File: src/rtl/ecc_log_pkg.sv
package ecc_log_pkg;

  // Positions of the two status flags inside the log word.
  localparam int SBE_POS = 0;
  localparam int MBE_POS = 1;
  localparam int FLAG_W  = 2;

  typedef struct packed {
    logic multi;
    logic single;
  } err_flags_t;

  localparam err_flags_t NO_FLAGS = '{multi: 1'b0, single: 1'b0};

endpackage

File: src/rtl/ecc_log_qual.sv
// Qualifies a raw error report: drops reports during initialisation
// and reports that carry no error type.
module ecc_log_qual
  import ecc_log_pkg::*;
(
  input  logic       err_valid,
  input  logic       err_single,
  input  logic       err_multi,
  input  logic       init_busy,
  output logic       hit,
  output err_flags_t hit_flags
);

  always_comb begin
    hit_flags.single = err_single;
    hit_flags.multi  = err_multi;
    hit = err_valid && !init_busy && (err_single || err_multi);
  end

endmodule

File: src/rtl/ecc_log_status.sv
// Holds the two status flags; a non-zero value locks the log.
// Clear is applied first, then capture is allowed if nothing is left set.
module ecc_log_status
  import ecc_log_pkg::*;
(
  input  logic       clk,
  input  logic       rst,
  input  logic       hit,
  input  err_flags_t hit_flags,
  input  logic       clr_en,
  input  err_flags_t clr_mask,
  output err_flags_t flags_q,
  output logic       capture
);

  err_flags_t remain;
  err_flags_t flags_d;

  always_comb begin
    remain  = flags_q;
    if (clr_en) begin
      remain = flags_q & ~clr_mask;
    end
    capture = hit && (remain == NO_FLAGS);
    flags_d = capture ? hit_flags : remain;
  end

  always_ff @(posedge clk) begin
    if (rst) begin
      flags_q <= NO_FLAGS;
    end else begin
      flags_q <= flags_d;
    end
  end

endmodule

File: src/rtl/ecc_log_page.sv
// Page number store, loaded only on a capture.
module ecc_log_page #(
  parameter int PAGE_W = 20
) (
  input  logic              clk,
  input  logic              rst,
  input  logic              capture,
  input  logic [PAGE_W-1:0] page_in,
  output logic [PAGE_W-1:0] page_q
);

  always_ff @(posedge clk) begin
    if (rst) begin
      page_q <= '0;
    end else if (capture) begin
      page_q <= page_in;
    end
  end

endmodule

File: src/rtl/ecc_err_logger.sv
module ecc_err_logger
  import ecc_log_pkg::*;
#(
  parameter int ADDR_W   = 32,
  parameter int PAGE_LSB = 12
) (
  input  logic              clk,
  input  logic              rst,
  input  logic              err_valid,
  input  logic              err_single,
  input  logic              err_multi,
  input  logic [ADDR_W-1:0] err_addr,
  input  logic              init_busy,
  input  logic              wr_en,
  input  logic [ADDR_W-1:0] wr_data,
  input  logic              rd_en,
  output logic [ADDR_W-1:0] rd_data
);

  localparam int PAGE_W = ADDR_W - PAGE_LSB;
  localparam int RSV_W  = PAGE_LSB - FLAG_W;

  logic              hit;
  err_flags_t        hit_flags;
  err_flags_t        clr_mask;
  err_flags_t        flags_q;
  logic              capture;
  logic [PAGE_W-1:0] page_q;
  logic [ADDR_W-1:0] log_word;

  ecc_log_qual qual_i (
    .err_valid (err_valid),
    .err_single(err_single),
    .err_multi (err_multi),
    .init_busy (init_busy),
    .hit       (hit),
    .hit_flags (hit_flags)
  );

  always_comb begin
    clr_mask.single = wr_data[SBE_POS];
    clr_mask.multi  = wr_data[MBE_POS];
  end

  ecc_log_status status_i (
    .clk      (clk),
    .rst      (rst),
    .hit      (hit),
    .hit_flags(hit_flags),
    .clr_en   (wr_en),
    .clr_mask (clr_mask),
    .flags_q  (flags_q),
    .capture  (capture)
  );

  ecc_log_page #(.PAGE_W(PAGE_W)) page_i (
    .clk    (clk),
    .rst    (rst),
    .capture(capture),
    .page_in(err_addr[ADDR_W-1:PAGE_LSB]),
    .page_q (page_q)
  );

  always_comb begin
    log_word = {page_q, {RSV_W{1'b0}}, flags_q.multi, flags_q.single};
  end

  always_ff @(posedge clk) begin
    if (rst) begin
      rd_data <= '0;
    end else if (rd_en) begin
      rd_data <= log_word;
    end
  end

endmodule

File: config.mk
export PLATFORM = sky130hd
export DESIGN_NAME = ecc_err_logger
export DESIGN_NICKNAME = d
export VERILOG_FILES = /design/src/rtl/ecc_log_pkg.sv /design/src/rtl/ecc_log_qual.sv /design/src/rtl/ecc_log_status.sv /design/src/rtl/ecc_log_page.sv /design/src/rtl/ecc_err_logger.sv
export SDC_FILE = /design/constraint.sdc
export NUM_CORES = 1
export LEC_CHECK = 0
export ABC_CLOCK_PERIOD_IN_PS = 1090
export BUFFER_PORTS_ARGS = -buffer_cell sky130_fd_sc_hd__buf_2
export CAP_MARGIN = 30
export CORE_MARGIN = 2
export CORE_UTILIZATION = 39
export CTS_CLUSTER_SIZE = 8
export DETAILED_ROUTE_END_ITERATION = 12
export PLACE_DENSITY = 0.75
export REMOVE_ABC_BUFFERS = 1
export SETUP_SLACK_MARGIN = 0.4
export SYNTH_ARGS = -nofsm -noshare
export SYNTH_HDL_FRONTEND = slang
export SYNTH_SLANG_ARGS = --single-unit
File: constraint.sdc
create_clock -name clk -period 1.09 [get_ports clk]
set_input_delay 0.218 -clock clk [delete_from_list [all_inputs] [get_ports clk]]
set_output_delay 0.218 -clock clk [all_outputs]
set_load 0.02 [all_outputs]
==> results.cfg <==
[die]
fp.dieH_microns = 73.3
ioPinCount = 104
dieArea_sq_mm = 0.00537
rows = 25
initial_utilization = 0.399
core_sq_mm = 0.00469
die_w_microns = 73.3

[sta]
finalWorstSetupSlack_ns = -0.236
drv_slew = 0
setup_viol = 20
hold_viol_final = 0
min_period_over_period = 1.22
rsz0062_at_grt = true
setup_tns_ns = -4.02
min_period_ns = 1.33
max_freq_mhz = 754
timing.hold.ws_ns = 0.176
finClkSkew_ns = 0.00625

[finish]
fill_cells = 418
drive_gt1_frac = 0.433
fin_nets = 311
multiInputGateArea_sq_um = 888
area_growth_pct = 37.5
area.sequential_sq_um = 913
antenna-diode-count = 0

[clock_network]
cts_buffers = 5
htree_levels = 2
max-clock-path-buffers = 2
cts_tree = built
root_buffer = clkbuf_8
cts_sinks = 44
clk_pin_slew_worst_paths_ns = 0.08
clkLatencyLatePin_ns = 0.29

[status]
violations = negative setup slack
status = finished with violations

[critical_path]
slowest_delay_ns = 0.39
start_kind = flop
critPathKind = reg2reg
crit_buf_inv = 1
end_kind = flop
worstPathCellList = a21boi_4 > and4b_2 > clkbuf_16 > mux2i_1
required_ns = 1.31
cp_max_fo = 10
crit_slowest_cell = and4b_2
crit_family = simple AND/OR/NAND/NOR gates
crit_arrival_ns = 1.54

[route]
vias_per_cell = 4.61
drt_iter0_drc = 44
antenna_left = 0
vias = 1355
drt_pre_antenna_iters = 4
wl_per_cell_microns = 12.7
drc = 0
routed_wl_mm = 3.74

[global_route]
grt_pass1_vias = 1191
grt_max_degree = 62
grt_pass1_wl_mm = 5.26
antenna_found_initial = 0
gr-usage-all-layers = 0.128
overflow = 0

[power]
leakage_nw = 1.14
ir_drop_uv = 911
power_density_mw_per_mm2 = 1330

[yosys]
synth_most_common_cell = dfxtp_1
synth_area_leader_cell = dfxtp_1
synth_edf_count = 0
yosysWarningCount = 0
netlist_area_sq_mm = 0.00187
ys.flop_type = dfxtp_1
synthDistinctLibCells = 18
yosys-top-cells-area = dfxtp_1 47%, mux2i_1 22%, nand2b_1 13%, nor2_1 4.6%, buf_4 4.0%
seq_area_frac_synth = 0.470
synth_top_area_frac = 0.470
synth_cells = 181
synthTopCellsByCount = 44 x dfxtp_1, 42 x mux2i_1, 40 x nand2b_1
synth-async-reset-ratio = 0
ys_ff_latch = 44
syn_avg_cell_area_sq_um = 10.3

[placement]
place.port_buffers = 51
place_congestion = 0.738
dp_hpwl_mm = 2.10

[hold_path]
min_path_type = in2reg

[run]
cap_violations = 0
-- metrics by stage --
step           cell area, sq um  cells  setup WS (ns)  total power, mW  utilization
2_1_floorplan              1740    167         -0.527             1.92            -
3_3_place_gp               2150    279         -0.135             2.09        0.458
3_5_place_dp               2150    279         -0.161             2.10        0.458
4_1_cts                    2460    288         -0.187             3.44        0.524
5_1_grt                    2580    294         -0.276             3.60        0.549
6_report                   2580    294         -0.236             3.44        0.549
-- report_power, final --
part	switching (mW)	internal (mW)	total (mW)
combinational	0.209	0.230	0.439
sequential	0.0324	1.67	1.70
clock	0.550	0.749	1.30
-- per-layer routing --
layer  part of all wire  global-route usage
met1               0.45               0.147
met2               0.48               0.218
met3              0.067              0.0480
met4             0.0078              0.0485
met5                  0                   0
-- cells by family (layout without fill, tap and decap cells) --
| group | count (synthesis) | count (layout) | synth area share |
|---|---|---|---|
| and+or+nand+nor | 67 | 67 | 0.196 |
| DFF | 44 | 44 | 0.470 |
| muxes | 42 | 42 | 0.224 |
| buffers and inverters | 23 | 73 | 0.0902 |
| AOI/OAI and AO/OA | 4 | 4 | 0.0174 |
| other | 1 | 10 | 0.00200 |
-- state kept, by name (all words and copies together) (netlist names) --
register,flops
page_i.page_q,20
rd_data,22
status_i.flags_q,2
-- path summary, 6_finish.rpt --
path / start / to / slack (ns) / cells after the start
setup / recovery: status_i.flags_q[0] / page_i.page_q[18] / -0.24 / 4
hold / removal: err_addr[12] / page_i.page_q[0] / 0.18 / 3
setup reg to reg: status_i.flags_q[0] / page_i.page_q[18] / -0.24 / 4
hold reg to reg: page_i.page_q[18] / page_i.page_q[18] / 0.48 / 2
-- layout make-up --
type                       instances  area share
sequential                        44       0.355
multi-input combinational        123       0.345
tap                               54      0.0262
timing repair buffer              65       0.227
clock buffer                       6      0.0321
clock inverter                     2      0.0151
-- what timing repair did --
item                       CTS  global route
pin swaps                    2             2
setup buffers                1             4
cloned                       0             2
resized for setup           70            10
hold buffers                 0             0
hold endpoints to repair     0             0
setup endpoints to repair   44            47
-- tightest hold or removal path, stage by stage --
cell and delay, ns:
buf_2 0.09, nand2b_1 0.05, mux2i_1 0.06
-- placed cells by master (no fill, tap or decap), drive strengths merged --
cell,instances
nand3b,1
a21oi,1
nand2b,40
nor2,23
nor2b,1
buf,63
conb,10
dfxtp,44
clkinv,1
clkbuf,8
a21bo,1
and4b,1
a21boi,1
mux2i,42
or2,1
bufinv,1
a31oi,1
(Power assumes the default switching activity.)
